==> config.mk <==
export PLATFORM = sky130hd
export DESIGN_NAME = indload_seq
export DESIGN_NICKNAME = d
export VERILOG_FILES = /design/src/rtl/indload_pkg.sv /design/src/rtl/indload_ctrl.sv /design/src/rtl/indload_bus.sv /design/src/rtl/indload_regfile.sv /design/src/rtl/indload_memif.sv /design/src/rtl/indload_seq.sv
export SDC_FILE = /design/constraint.sdc
export NUM_CORES = 1
export LEC_CHECK = 0
export BUFFER_PORTS_ARGS = -buffer_cell sky130_fd_sc_hd__buf_2
export CAP_MARGIN = 20
export CORE_MARGIN = 2
export CORE_UTILIZATION = 35
export DETAILED_ROUTE_END_ITERATION = 12
export GPL_TIMING_DRIVEN = 0
export MAX_ROUTING_LAYER = met4
export PLACE_DENSITY = 0.63
export SYNTH_ARGS = -nofsm -noshare
export SYNTH_HDL_FRONTEND = slang
export SYNTH_SLANG_ARGS = --single-unit
==> constraint.sdc <==
create_clock -name clk -period 6.75 [get_ports clk]
set_clock_uncertainty 0.15 [all_clocks]
set_input_delay 0.3375 -clock clk [delete_from_list [all_inputs] [get_ports clk]]
set_output_delay 0.3375 -clock clk [all_outputs]
set_load 0.02 [all_outputs]
==> src/rtl/indload_pkg.sv <==
`timescale 1ns/1ps
// Shared types for the register-indirect load sequencer.
// Assumes: one internal bus with two possible drivers (register file, data register).
package indload_pkg;

    typedef enum logic [1:0] {
        STEP_IDLE = 2'd0,
        STEP_ADDR = 2'd1,
        STEP_WAIT = 2'd2,
        STEP_XFER = 2'd3
    } step_e;

    // Per-step control strobes decoded from the step counter.
    typedef struct packed {
        logic rf_oe;       // register file drives bus
        logic mar_ld;      // address register loads from bus
        logic rd_set;      // raise read request
        logic mdr_ext_ld;  // data register loads from memory lines
        logic rd_clr;      // drop read request
        logic mdr_oe;      // data register drives bus
        logic rf_we;       // register file loads from bus
    } ctl_t;

    localparam int BUS_SRCS = 2;
    localparam int SRC_RF   = 0;
    localparam int SRC_MDR  = 1;

endpackage

==> src/rtl/indload_ctrl.sv <==
`timescale 1ns/1ps
// Step counter and control decode.
// Does: walks idle -> address -> wait -> transfer -> idle, holding in wait
// until the completion acknowledge, and pulses done after the write step.
// Assumes: mfc is synchronous to clk (synchronised outside if needed).
module indload_ctrl
    import indload_pkg::*;
(
    input  logic  clk,
    input  logic  rst_n,
    input  logic  start,
    input  logic  mfc,
    output step_e step,
    output ctl_t  ctl,
    output logic  done
);

    // Advance the step counter.
    always_ff @(posedge clk) begin
        if (!rst_n) begin
            step <= STEP_IDLE;
        end else begin
            case (step)
                STEP_IDLE: if (start) step <= STEP_ADDR;
                STEP_ADDR: step <= STEP_WAIT;
                STEP_WAIT: if (mfc) step <= STEP_XFER;
                STEP_XFER: step <= STEP_IDLE;
                default:   step <= STEP_IDLE;
            endcase
        end
    end

    // Completion pulse in the cycle after the destination write.
    always_ff @(posedge clk) begin
        if (!rst_n) begin
            done <= 1'b0;
        end else begin
            done <= (step == STEP_XFER);
        end
    end

    // Decode the step into bus and register strobes.
    always_comb begin
        ctl = '0;
        case (step)
            STEP_ADDR: begin
                ctl.rf_oe  = 1'b1;
                ctl.mar_ld = 1'b1;
                ctl.rd_set = 1'b1;
            end
            STEP_WAIT: begin
                ctl.mdr_ext_ld = mfc;
                ctl.rd_clr     = mfc;
            end
            STEP_XFER: begin
                ctl.mdr_oe = 1'b1;
                ctl.rf_we  = 1'b1;
            end
            default: ctl = '0;
        endcase
    end

    AST_WAIT_HOLDS: assert property (@(posedge clk) disable iff (!rst_n)
        (step == STEP_WAIT && !mfc) |=> (step == STEP_WAIT));
    AST_ADVANCE_ON_MFC: assert property (@(posedge clk) disable iff (!rst_n)
        (step == STEP_WAIT && mfc) |=> (step == STEP_XFER));
    AST_DONE_SINGLE: assert property (@(posedge clk) disable iff (!rst_n)
        done |=> !done);
    AST_IDLE_MFC_QUIET: assert property (@(posedge clk) disable iff (!rst_n)
        (step == STEP_IDLE && !start) |=> (step == STEP_IDLE));

endmodule

==> src/rtl/indload_bus.sv <==
`timescale 1ns/1ps
// Shared internal bus.
// Does: ORs the enabled drivers; reads zero when no driver is enabled.
// Assumes: at most one out-enable per cycle (checked below).
module indload_bus #(
    parameter int W = 16,
    parameter int N = 2
) (
    input  logic              clk,
    input  logic              rst_n,
    input  logic [N-1:0]      oe,
    input  logic [N-1:0][W-1:0] drv,
    output logic [W-1:0]      bus
);

    // Merge gated drivers onto the bus.
    always_comb begin
        bus = '0;
        for (int i = 0; i < N; i++) begin
            if (oe[i]) bus = bus | drv[i];
        end
    end

    AST_ONE_DRIVER: assert property (@(posedge clk) disable iff (!rst_n)
        $onehot0(oe));

endmodule

==> src/rtl/indload_regfile.sv <==
`timescale 1ns/1ps
// Small register file.
// Does: one bus read port, one peek port, a sequence write port that takes
// priority over the external load port in the same cycle.
// Assumes: NREGS is a power of two so every index is in range.
module indload_regfile #(
    parameter int NREGS = 8,
    parameter int W     = 16,
    localparam int IDX_W = $clog2(NREGS)
) (
    input  logic             clk,
    input  logic             rst_n,
    input  logic [IDX_W-1:0] rd_idx,
    output logic [W-1:0]     rd_data,
    input  logic             we,
    input  logic [IDX_W-1:0] wr_idx,
    input  logic [W-1:0]     wr_data,
    input  logic             ld_en,
    input  logic [IDX_W-1:0] ld_idx,
    input  logic [W-1:0]     ld_data,
    input  logic [IDX_W-1:0] peek_idx,
    output logic [W-1:0]     peek_data
);

    logic [W-1:0] regs [NREGS];

    for (genvar g = 0; g < NREGS; g++) begin : g_reg
        // Update one entry: sequence write first, then external load.
        always_ff @(posedge clk) begin
            if (!rst_n) begin
                regs[g] <= '0;
            end else if (we && wr_idx == IDX_W'(g)) begin
                regs[g] <= wr_data;
            end else if (ld_en && ld_idx == IDX_W'(g)) begin
                regs[g] <= ld_data;
            end
        end
    end

    // Combinational read ports.
    assign rd_data   = regs[rd_idx];
    assign peek_data = regs[peek_idx];

    AST_SEQ_WRITE: assert property (@(posedge clk) disable iff (!rst_n)
        we |=> (regs[$past(wr_idx)] == $past(wr_data)));

endmodule

==> src/rtl/indload_memif.sv <==
`timescale 1ns/1ps
// Memory-side registers.
// Does: holds the address register, the data register and the read request.
// Assumes: mdr_ext_ld and rd_clr come only in the wait step with mfc high.
module indload_memif
    import indload_pkg::*;
#(
    parameter int W = 16
) (
    input  logic         clk,
    input  logic         rst_n,
    input  ctl_t         ctl,
    input  logic [W-1:0] bus,
    input  logic [W-1:0] mem_data,
    output logic [W-1:0] mar,
    output logic [W-1:0] mdr,
    output logic         read
);

    // Address register loads from the internal bus.
    always_ff @(posedge clk) begin
        if (!rst_n) begin
            mar <= '0;
        end else if (ctl.mar_ld) begin
            mar <= bus;
        end
    end

    // Data register loads from the memory data lines.
    always_ff @(posedge clk) begin
        if (!rst_n) begin
            mdr <= '0;
        end else if (ctl.mdr_ext_ld) begin
            mdr <= mem_data;
        end
    end

    // Read request raised with the address, dropped on acknowledge.
    always_ff @(posedge clk) begin
        if (!rst_n) begin
            read <= 1'b0;
        end else if (ctl.rd_set) begin
            read <= 1'b1;
        end else if (ctl.rd_clr) begin
            read <= 1'b0;
        end
    end

    AST_MDR_CAPTURE: assert property (@(posedge clk) disable iff (!rst_n)
        ctl.mdr_ext_ld |=> (mdr == $past(mem_data)));
    AST_READ_DROP: assert property (@(posedge clk) disable iff (!rst_n)
        ctl.rd_clr |=> !read);
    AST_MAR_HOLD: assert property (@(posedge clk) disable iff (!rst_n)
        (read && !ctl.rd_clr) |=> $stable(mar));
    AST_MDR_QUIET: assert property (@(posedge clk) disable iff (!rst_n)
        (!ctl.mdr_ext_ld && !ctl.mar_ld) |=> $stable(mdr));

endmodule

==> src/rtl/indload_seq.sv <==
`timescale 1ns/1ps
// Register-indirect load sequencer (top).
// Does: on start, reads memory at the address held in register src_sel and
// writes the word into register dst_sel over one shared internal bus.
// Assumes: mem_mfc is synchronous; mem_data is valid whenever mem_mfc is high.
module indload_seq
    import indload_pkg::*;
#(
    parameter int NREGS = 8,
    parameter int W     = 16,
    localparam int IDX_W = $clog2(NREGS)
) (
    input  logic             clk,
    input  logic             rst_n,
    input  logic             start,
    input  logic [IDX_W-1:0] src_sel,
    input  logic [IDX_W-1:0] dst_sel,
    input  logic             ld_en,
    input  logic [IDX_W-1:0] ld_sel,
    input  logic [W-1:0]     ld_data,
    input  logic [IDX_W-1:0] peek_sel,
    output logic [W-1:0]     peek_data,
    output logic [W-1:0]     mem_addr,
    output logic             mem_read,
    input  logic [W-1:0]     mem_data,
    input  logic             mem_mfc,
    output logic             busy,
    output logic             done
);

    step_e                          step;
    ctl_t                           ctl;
    logic [IDX_W-1:0]               src_q;
    logic [IDX_W-1:0]               dst_q;
    logic [W-1:0]                   rf_rd;
    logic [W-1:0]                   mdr;
    logic [W-1:0]                   bus;
    logic [BUS_SRCS-1:0]            bus_oe;
    logic [BUS_SRCS-1:0][W-1:0]     bus_drv;

    // Capture register indices when a start is accepted.
    always_ff @(posedge clk) begin
        if (!rst_n) begin
            src_q <= '0;
            dst_q <= '0;
        end else if (step == STEP_IDLE && start) begin
            src_q <= src_sel;
            dst_q <= dst_sel;
        end
    end

    assign busy = (step != STEP_IDLE);

    indload_ctrl u_ctrl (
        .clk   (clk),
        .rst_n (rst_n),
        .start (start),
        .mfc   (mem_mfc),
        .step  (step),
        .ctl   (ctl),
        .done  (done)
    );

    indload_regfile #(.NREGS(NREGS), .W(W)) u_rf (
        .clk       (clk),
        .rst_n     (rst_n),
        .rd_idx    (src_q),
        .rd_data   (rf_rd),
        .we        (ctl.rf_we),
        .wr_idx    (dst_q),
        .wr_data   (bus),
        .ld_en     (ld_en),
        .ld_idx    (ld_sel),
        .ld_data   (ld_data),
        .peek_idx  (peek_sel),
        .peek_data (peek_data)
    );

    // Bus driver assignment.
    always_comb begin
        bus_oe           = '0;
        bus_drv          = '0;
        bus_oe[SRC_RF]   = ctl.rf_oe;
        bus_oe[SRC_MDR]  = ctl.mdr_oe;
        bus_drv[SRC_RF]  = rf_rd;
        bus_drv[SRC_MDR] = mdr;
    end

    indload_bus #(.W(W), .N(BUS_SRCS)) u_bus (
        .clk   (clk),
        .rst_n (rst_n),
        .oe    (bus_oe),
        .drv   (bus_drv),
        .bus   (bus)
    );

    indload_memif #(.W(W)) u_mem (
        .clk      (clk),
        .rst_n    (rst_n),
        .ctl      (ctl),
        .bus      (bus),
        .mem_data (mem_data),
        .mar      (mem_addr),
        .mdr      (mdr),
        .read     (mem_read)
    );

    AST_START_ACCEPT: assert property (@(posedge clk) disable iff (!rst_n)
        (!busy && start) |=> busy);
    AST_IDX_HELD: assert property (@(posedge clk) disable iff (!rst_n)
        (busy && !(step == STEP_IDLE)) |=> $stable(src_q));
    AST_DONE_IDLE: assert property (@(posedge clk) disable iff (!rst_n)
        done |-> !busy);

endmodule

=== Word level (Yosys, flattened, before mapping) ===
Memory sizes are Yosys's and may differ from the RTL's. A register that Yosys moved wholly into a read port is not among the register bits.
Index checks and enable logic that the tools add are counted.

* Flip-flop bits (word level): 42
* RAM bits: 128
* Input bits: 49
* Output and inout port bits: 35
* Word-level logic and storage cells: 152
* Memories kept: 1

* Equal/unequal tests: 19
* Muxes and demuxes: 85
* Bitwise operators: 17
* Reduce and logical (&&, ||, !) cells: 23

{| class="wikitable"
|+ Memory list
! name !! words !! bits a word !! rd ports !! clocked after Yosys merged registers in !! wr ports !! RTL line !! text
|-
| u_rf.regs || 8 || 16 || 2 || 1 || 8 || indload_regfile.sv:25 || <nowiki>logic [W-1:0] regs [NREGS];</nowiki>
|}

{| class="wikitable"
|+ Operators with widths
! kind !! count
|-
| 2-to-1 mux 16 bit || 18
|-
| 2-to-1 mux 1 bit || 59
|-
| equality test 3 bit, second input constant || 8
|-
| logical AND 1 bit || 17
|-
| OR 1 bit || 16
|-
| OR 16 bit || 1
|-
| equality test 3 x 2 -> 1 bit, second input constant || 4
|-
| 2-to-1 mux 3 bit || 3
|-
| 2-to-1 mux 2 bit || 4
|-
| one-hot mux 2 bit (4 select lines) || 1
|-
| equality test 3 x 1 -> 1 bit, second input constant || 2
|-
| zero test 3 bit || 2
|-
| equality test 2 bit, second input constant || 2
|-
| != test 2 bit, second input constant || 2
|-
| nonzero test 2 bit || 2
|-
| equality test 2 x 1 -> 1 bit, second input constant || 1
|-
| zero test 2 bit || 1
|-
| AND reduction 2 bit || 1
|}

=== Logic depth before layout (Yosys ltp) ===
Gate-level depths: netlist of the first run.

* Depth in word-level cells: 8
* Depth in mapped cells: 8
* Gate-level depth less buffers: 6

=== Modules after synthesis ===
A second synthesis of the first run with hierarchy kept.

* Cell total of the unflattened synthesis: 690
* Area, all modules: 9574.2 µm²

{| class="wikitable"
|+ Modules (own cells, without submodules)
! module !! instances !! cells an instance !! area an instance (µm²) !! seq. area each (µm²)
|-
| indload_regfile || 1 || 513 || 7621.1 || 3843.7
|-
| indload_memif || 1 || 106 || 1268.7 || 660.6
|-
| indload_seq || 1 || 27 || 255.2 || 120.1
|-
| indload_ctrl || 1 || 24 || 232.7 || 60.1
|-
| indload_bus || 1 || 20 || 196.4 || 0.0
|}

=== Least setup slack after synthesis of the first run ===
Ideal clock, no wire load.

* Path type: register -> register
* Start: register u_ctrl.step[0]
* End: memory u_rf.regs[3][0], enable pin
* Arrival: 2.082 ns
* Data required time: 6.189 ns
* Path slack: 4.106 ns
* Cell stages (with the launch flop): 6
* Path buffers: 2
* Clock period less this slack: 2.644 ns
* Cells stage by stage: dfxtp_1 -> ha_1 -> clkbuf_1 -> buf_1 -> a31oi_1 -> o21ai_0

{| class="wikitable"
|+ RTL lines
! element !! RTL line !! text
|-
| start, declared || indload_ctrl.sv:13 || <nowiki>output step_e step,</nowiki>
|-
| start signal, assigned || indload_ctrl.sv:21 || <nowiki>step <= STEP_IDLE;</nowiki>
|-
| start signal, assigned || indload_ctrl.sv:24 || <nowiki>STEP_IDLE: if (start) step <= STEP_ADDR;</nowiki>
|-
| start signal, assigned || indload_ctrl.sv:25 || <nowiki>STEP_ADDR: step <= STEP_WAIT;</nowiki>
|-
| end, declared || indload_regfile.sv:25 ||
|}

==> metrics.md, run 1 <==
| Metric | Value |
|---|---|
| Final ANT Viol Nets | `0` |
| Placement Cell Area | `10300 sq um` |
| Most common cell after layout, fill and taps aside | `nand2_1` |
| Max H-tree Level | `4` |
| RSZ-0062 raised after global routing | `no` |
| Compound-Gate Fraction of Synth Area | `16.1%` |
| Layout Cell Area excl Fill | `10900 sq um` |
| Layout Area Growth over Synthesis | `15.8%` |
| Tcrit/Tclk final | `47.9%` |
| Arrival @ worst endpoint | `3.22 ns` |
| Max stage delay on crit path | `0.84 ns` |
| RD Place Congestion | `0.852` |
| Crit-path cells | `ha_1 > clkbuf_1 > buf_1 > nand3_1 > o211ai_1 > buf_4 > buf_4` |
| Clk root buf | `clkbuf_16` |
| Mux contribution to synthesized area | `19.6%` |
| Yosys reg bits | `173` |
| Nets | `938` |
| Leak | `0.00385 uW` |
| Reg area | `4740 sq um` |
| Final Hold Vio Count | `0` |
| Syn_area_per_cell | `12.0 sq um` |
| Largest family of logic cells by synthesized area | `multiplexers` |
| Critical path peak fanout | `10` |
| Xor and xnor area share after synthesis | `0%` |
| DP HPWL | `20600 microns` |
| Commonest cells after routing, fill and taps aside | `nand2_1 (159), edfxtp_1 (128), o21ai_0 (118), buf_2 (89), mux4_2 (58)` |
| Drt total wl | `28200 microns` |
| Synthesis warning total | `0` |
| Slew margin rel. | `28.9%` |
| Drt drc | `0` |
| Final setup vio count | `0` |
| Total Routing Usage GR | `20.9%` |
| Die width | `168 microns` |
| IO Pins | `84` |
| DRT Pass-1 Iters | `5` |
| Maximum vdd drop | `0.189 mV` |
| Core area | `26200 sq um` |
| Outcome | `finished clean` |
| Initial antenna violation count | `1` |
| Total grt overflow | `0` |
| Fmax | `0.309 GHz` |
| FP Rows | `59` |
| CTS tree | `done` |
| Largest net degree at the start of global routing | `17` |
| WL/cell | `22.9 microns` |
| Sinks on the clock net | `173` |
| TritonCTS buffer count | `17` |
| Post-Syn Area | `9400 sq um` |
| Post-synth cell types | `40` |
| Synth Area in Adders | `0.666%` |
| Setup Crit Path Kind | `reg2reg` |
| Post-route minimum period | `3.23 ns` |
| Filler Cell Count | `2455` |
| Worst-path clk slew | `0.07 ns` |
| Worst-margin pin slew | `1.07 ns` |
| PD cells | `283 nW/um^2` |
| Syn Inst Count | `784` |
| Layout cell share with drive strength beyond 1 | `28.4%` |
| Starting Density | `35.9%` |
| Area of the multi-input gates | `4290 sq um` |
| Syn nets | `838` |
| Routed vias/inst | `5.81` |
| Critical-path top delay cell | `buf_1` |
| DRT iter0 DRCs | `708` |
| Cell mode on critical path | `buf_4` |
| Die Footprint | `28200 sq um` |
| Maxcap violations | `0` |
| Type of the most critical hold path | `in2reg` |
| Startpoint types | `flop` |
| CP endpoint kind | `flop` |
| Vias in the first global route | `7053` |
| Via count of the routed design | `7166` |
| Bufs on Longest Clock Path | `2` |
| Die Y | `168 microns` |
| Input/output buffers | `63` |
| Slew Limit Fails | `0` |
| CTS resizes | `0` |
| Critical path data required time | `6.74 ns` |
| Insertion delay to the later sink of the worst-skew pair | `0.44 ns` |
| Setup_tns | `0 ns` |
| Post-Synth Simple-Gate Area | `9.08%` |
| Register area share after synthesis | `50.5%` |
| First-pass GRT wire length | `42700 microns` |
worst paths after layout:
| check | start | end | slack (ns) | depth (start not counted) |
|---|---|---|---|---|
| worst min-delay path | mem_data[12] | u_mem.mdr[12] | 0.003 | 3 |
| worst max-delay path | u_ctrl.step[0] | u_rf.regs[2][12] | 3.52 | 7 |
| worst min register to register | src_q[0] | flop | 0.32 | 2 |
| worst max register to register | u_ctrl.step[0] | u_rf.regs[2][12] | 3.52 | 7 |
flip-flops by register name, summed over array words and instances, names as in the netlist, named ones only:
| register | flops |
|---|---|
| dst_q | 3 |
| src_q | 3 |
| u_ctrl.done | 1 |
| u_ctrl.step | 2 |
| u_mem.mar | 16 |
| u_mem.mdr | 16 |
| u_mem.read | 1 |
| u_rf.regs | 128 |
cells by family (layout without fill, tap and decap cells):
| kind of cell | Yosys count | count (layout) |
|---|---|---|
| multiplexers | 97 | 97 |
| adder cells (fa/ha/maj) | 5 | 5 |
| AO/OA/AOI/OAI | 219 | 219 |
| other | 0 | 1 |
| flip-flops | 173 | 173 |
| buffers and inverters | 82 | 195 |
| AND/OR/NAND/NOR | 208 | 208 |
cell type report:
class / count / share of cell area (%)
Multi-Input combinational cell: 529 / 39.5
Antenna cell: 1 / 0.0230
Buffer: 76 / 3.23
Clock inverter: 15 / 1.23
Tap cell: 335 / 3.85
Sequential cell: 173 / 43.6
Timing Repair Buffer: 81 / 4.48
Inverter: 6 / 0.207
Clock buffer: 17 / 3.91
synth_stat cells:
cell	count	area, sq um
dfxtp_1	45	901
buf_2	25	125
a211oi_2	2	25.0
nand4_1	1	6.26
o31ai_1	1	7.51
mux4_1	6	158
nand3_1	11	55.1
buf_6	4	45.0
clkbuf_2	1	5.00
o21ai_0	122	611
buf_1	11	41.3
nor2_1	20	75.1
mux4_2	58	1310
nor3_1	1	5.00
a22oi_4	16	340
ha_1	5	62.6
nand4bb_1	1	11.3
mux2_4	3	45.0
o21ai_1	11	55.1
a21boi_0	22	165
o211ai_1	4	30.0
and4_1	1	8.76
nand2_1	159	597
mux2i_1	1	10.0
inv_1	6	22.5
and3_1	1	6.26
or3b_2	2	17.5
a31oi_1	3	18.8
a311oi_1	1	8.76
and2_1	2	12.5
nand3b_1	2	15.0
buf_4	1	7.51
nand2b_1	1	6.26
mux2_2	29	327
a311oi_2	3	45.0
nor2b_1	6	37.5
clkbuf_1	34	128
edfxtp_1	128	3840
a21oi_1	18	90.1
a211oi_1	16	120
metal layers:
layer  global-route usage, %  share of wire [%]  wire [microns]  up-vias
met2                    34.0                 49           13900      349
li1                        -                  -               -     3172
met1                    26.3                 40           11300     3599
met3                    4.18                8.1            2270       46
met5                       -                  0               0        -
met4                    6.54                2.5             697        0
through the flow:
stage          setup WS (ns)  total power, uW  hold slack [ns]  cells  utilization, %
3_5_place_dp            3.50             2150            0.323   1195            39.2
6_report                3.52             3080          0.00338   1233            41.5
2_1_floorplan           4.11             1880            0.298    784               -
5_1_grt                 3.27             3200         0.000239   1233            41.5
4_1_cts                 3.49             3090         0.000753   1230            41.4
3_3_place_gp            3.12             2120            0.312   1182            38.7
power by group:
group | switching [uW] | leakage (uW) | internal [uW]
clock network | 445 | 0.000265 | 513
logic | 515 | 0.00193 | 298
registers | 58.9 | 0.00165 | 1250
total | 1020 | 0.00385 | 2060
what timing repair did:
item	4_1_cts	5_1_grt
hold buffers	3	1
setup buffers	0	0
endpoints found under the hold margin	3	1
critical path: cells and delay by family (launching register included):
| family | cells | cell delay (ns) |
|---|---|---|
| buffers and inverters | 4 | 1.70 |
| AO/OA/AOI/OAI | 1 | 0.40 |
| flip-flops | 1 | 0.38 |
| adder cells (fa/ha/maj) | 1 | 0.17 |
| AND/OR/NAND/NOR | 1 | 0.15 |
Power figures use the tool's default switching activity.
==> run 2, diff against run 1 <==
==> constraint.sdc (replaced) <==
create_clock -name clk -period 3.28 [get_ports clk]
set_clock_uncertainty 0.15 [all_clocks]
set_input_delay 0.164 -clock clk [delete_from_list [all_inputs] [get_ports clk]]
set_output_delay 0.164 -clock clk [all_outputs]
set_load 0.02 [all_outputs]
==> metrics.md, run 2 (synthesis gave the netlist of run 1 again) <==
| Metric | Value |
|---|---|
| Outcome | `finished clean` |
| Slew margin rel. | `44.8%` |
| WL/cell | `22.5 microns` |
| Sequential share of power | `42.3%` |
| PD cells | `572 nW/um^2` |
| Met3 Wirelength | `2140 microns` |
| Worst hold stages | `3` |
| Sinks on the clock net | `173` |
| Post-route minimum period | `2.86 ns` |
| DR WL met2 | `14200 microns` |
| Cell internal pwr | `4270 uW` |
| Final setup vio count | `0` |
| Starting Density | `35.9%` |
| Critical path peak fanout | `10` |
| Non-filler cells, final | `1260` |
| Leak | `0.00396 uW` |
| Commonest cells after routing, fill and taps aside | `nand2_1 (159), edfxtp_1 (128), o21ai_0 (118), buf_2 (89), mux4_2 (58)` |
| Startpoint types | `flop` |
| Largest Register | `u_rf.regs` |
| Die Y | `168 microns` |
| Maximum vdd drop | `0.389 mV` |
| Clock power share | `30.9%` |
| FP Rows | `59` |
| Area of the multi-input gates | `4290 sq um` |
| Wire length on met1 | `11400 microns` |
| R2R Path Start | `u_ctrl.step[0]` |
| Most common cell after layout, fill and taps aside | `nand2_1` |
| Net Sw Frac | `33.0%` |
| Layout Area Growth over Synthesis | `18.7%` |
| Total Power | `6380 uW` |
| Routed vias/inst | `5.73` |
| IO Pins | `84` |
| Largest registers | `u_rf.regs (128), u_mem.mar (16), u_mem.mdr (16)` |
| Worst-path clk slew | `0.07 ns` |
| Largest net degree at the start of global routing | `17` |
| Top Layer Used | `met4` |
| Core area | `26200 sq um` |
| Layout cell share with drive strength beyond 1 | `27.7%` |
| Largest register FFs | `128` |
| Arrival @ worst endpoint | `2.86 ns` |
| Type of the most critical hold path | `in2reg` |
| Input/output buffers | `63` |
| Slew Limit Fails | `0` |
| Fmax | `0.349 GHz` |
| Placed insts | `1195` |
| RD Place Congestion | `0.852` |
| Worst hold start | `start` |
| Die Footprint | `28200 sq um` |
| First-pass GRT wire length | `43200 microns` |
| RSZ-0062 raised after global routing | `no` |
| Filler Cell Count | `2427` |
| DP HPWL | `20600 microns` |
| Total grt overflow | `0` |
| R2r setup slk | `0.42 ns` |
| Worst Reg-to-Reg Cells | `7` |
| Vias in the first global route | `7202` |
| Drt total wl | `28400 microns` |
| DRT Pass-1 Iters | `5` |
| Initial antenna violation count | `1` |
| Setup Crit Path Kind | `reg2reg` |
| Via count of the routed design | `7223` |
| Final Hold Vio Count | `0` |
| CP endpoint kind | `flop` |
| Reg-to-reg endpoint | `u_rf.regs[2][12]` |
| Die width | `168 microns` |
| Clk root buf | `clkbuf_16` |
| Maxcap violations | `0` |
| Sw power | `2110 uW` |
| Reg area | `4740 sq um` |
| Insertion delay to the later sink of the worst-skew pair | `0.44 ns` |
| DRT iter0 DRCs | `795` |
| Total Routing Usage GR | `21.0%` |
| Logic pwr share | `26.8%` |
| Final ANT Viol Nets | `0` |
| Critical path data required time | `3.28 ns` |
| Tcrit/Tclk final | `87.3%` |
| Nets | `965` |
| Max H-tree Level | `4` |
| Drt drc | `0` |
| Worst-margin pin slew | `0.828 ns` |
| TritonCTS buffer count | `17` |
| Bufs on Longest Clock Path | `2` |
| CTS tree | `done` |
-- run 2: cell count changes in the layout (fill, tap and decap cells not counted) --
cell	before	now
dlygate4sd3_1	4	31
buf_1	11	10
clkbuf_2	1	2
-- run 2: how the worst max path moves through the flow --
stage / to / depth (start not counted) / start / slack [ns]
finish: u_rf.regs[2][12] / 7 / u_ctrl.step[0] / 0.42
global route: u_rf.regs[2][12] / 7 / u_ctrl.step[0] / 0.23
CTS: u_rf.regs[2][12] / 7 / u_ctrl.step[0] / 0.02
detailed placement: u_rf.regs[2][9] / 7 / u_ctrl.step[0] / 0.03
global placement: u_rf.regs[3][9] / 5 / u_ctrl.step[0] / -0.35
floorplan: u_rf.regs[6][0] / 5 / u_ctrl.step[0] / 0.64
-- run 2: layout make-up --
class | count | share of cell area [%]
Timing Repair Buffer | 108 | 6.80
Buffer | 76 | 3.16
Clock inverter | 15 | 1.20
Inverter | 6 | 0.202
Antenna cell | 1 | 0.0224
Sequential cell | 173 | 42.5
Clock buffer | 17 | 3.81
Multi-Input combinational cell | 529 | 38.5
Tap cell | 335 | 3.76
-- run 2: power groups by stage --
| stage | registers (uW) | logic, uW | clock network [uW] |
|---|---|---|---|
| 3_3_place_gp | 2740 | 1630 | 0 |
| 2_1_floorplan | 2810 | 1060 | 0 |
| 4_1_cts | 2700 | 1710 | 1970 |
| 6_report | 2700 | 1710 | 1970 |
| 5_1_grt | 2720 | 1840 | 2070 |
| 3_5_place_dp | 2750 | 1670 | 0 |
-- run 2: through the flow --
stage	instance area (sq um)	util (%)	setup slack, ns	hold WS, ns	TNS [ns]
after floorplan	9400	-	0.636	0.159	0
after global placement	10100	38.7	-0.348	0.273	-14.89
after detailed placement	10300	39.2	0.0290	0.277	0
after CTS	11100	42.5	0.0250	0.000505	0
after global routing	11200	42.6	0.225	0.0264	0
final	11200	42.6	0.417	0.00785	0
-- run 2: repair_timing --
| item | 4_1_cts | 5_1_grt |
|---|---|---|
| hold buffers | 31 | 0 |
| buffers inserted | 0 | 0 |
| setup endpoints to repair | 0 | 12 |
| gates resized for setup | 0 | 2 |
| hold endpoints to repair | 56 | 0 |
-- run 2: worst max-delay path: stages, from the launching register on --
cell and delay (ns):
dfxtp_1 0.39, ha_1 0.17, clkbuf_1 0.35, clkbuf_2 0.50
nand3_1 0.13, o211ai_1 0.37, buf_4 0.34, buf_4 0.19
-- run 2: per-layer routing --
metal  global-route usage [%]  vias up
met2                     34.4      348
met4                     6.81        0
met3                     4.18       41
li1                         -     3222
met5                        -        -
met1                     26.4     3612
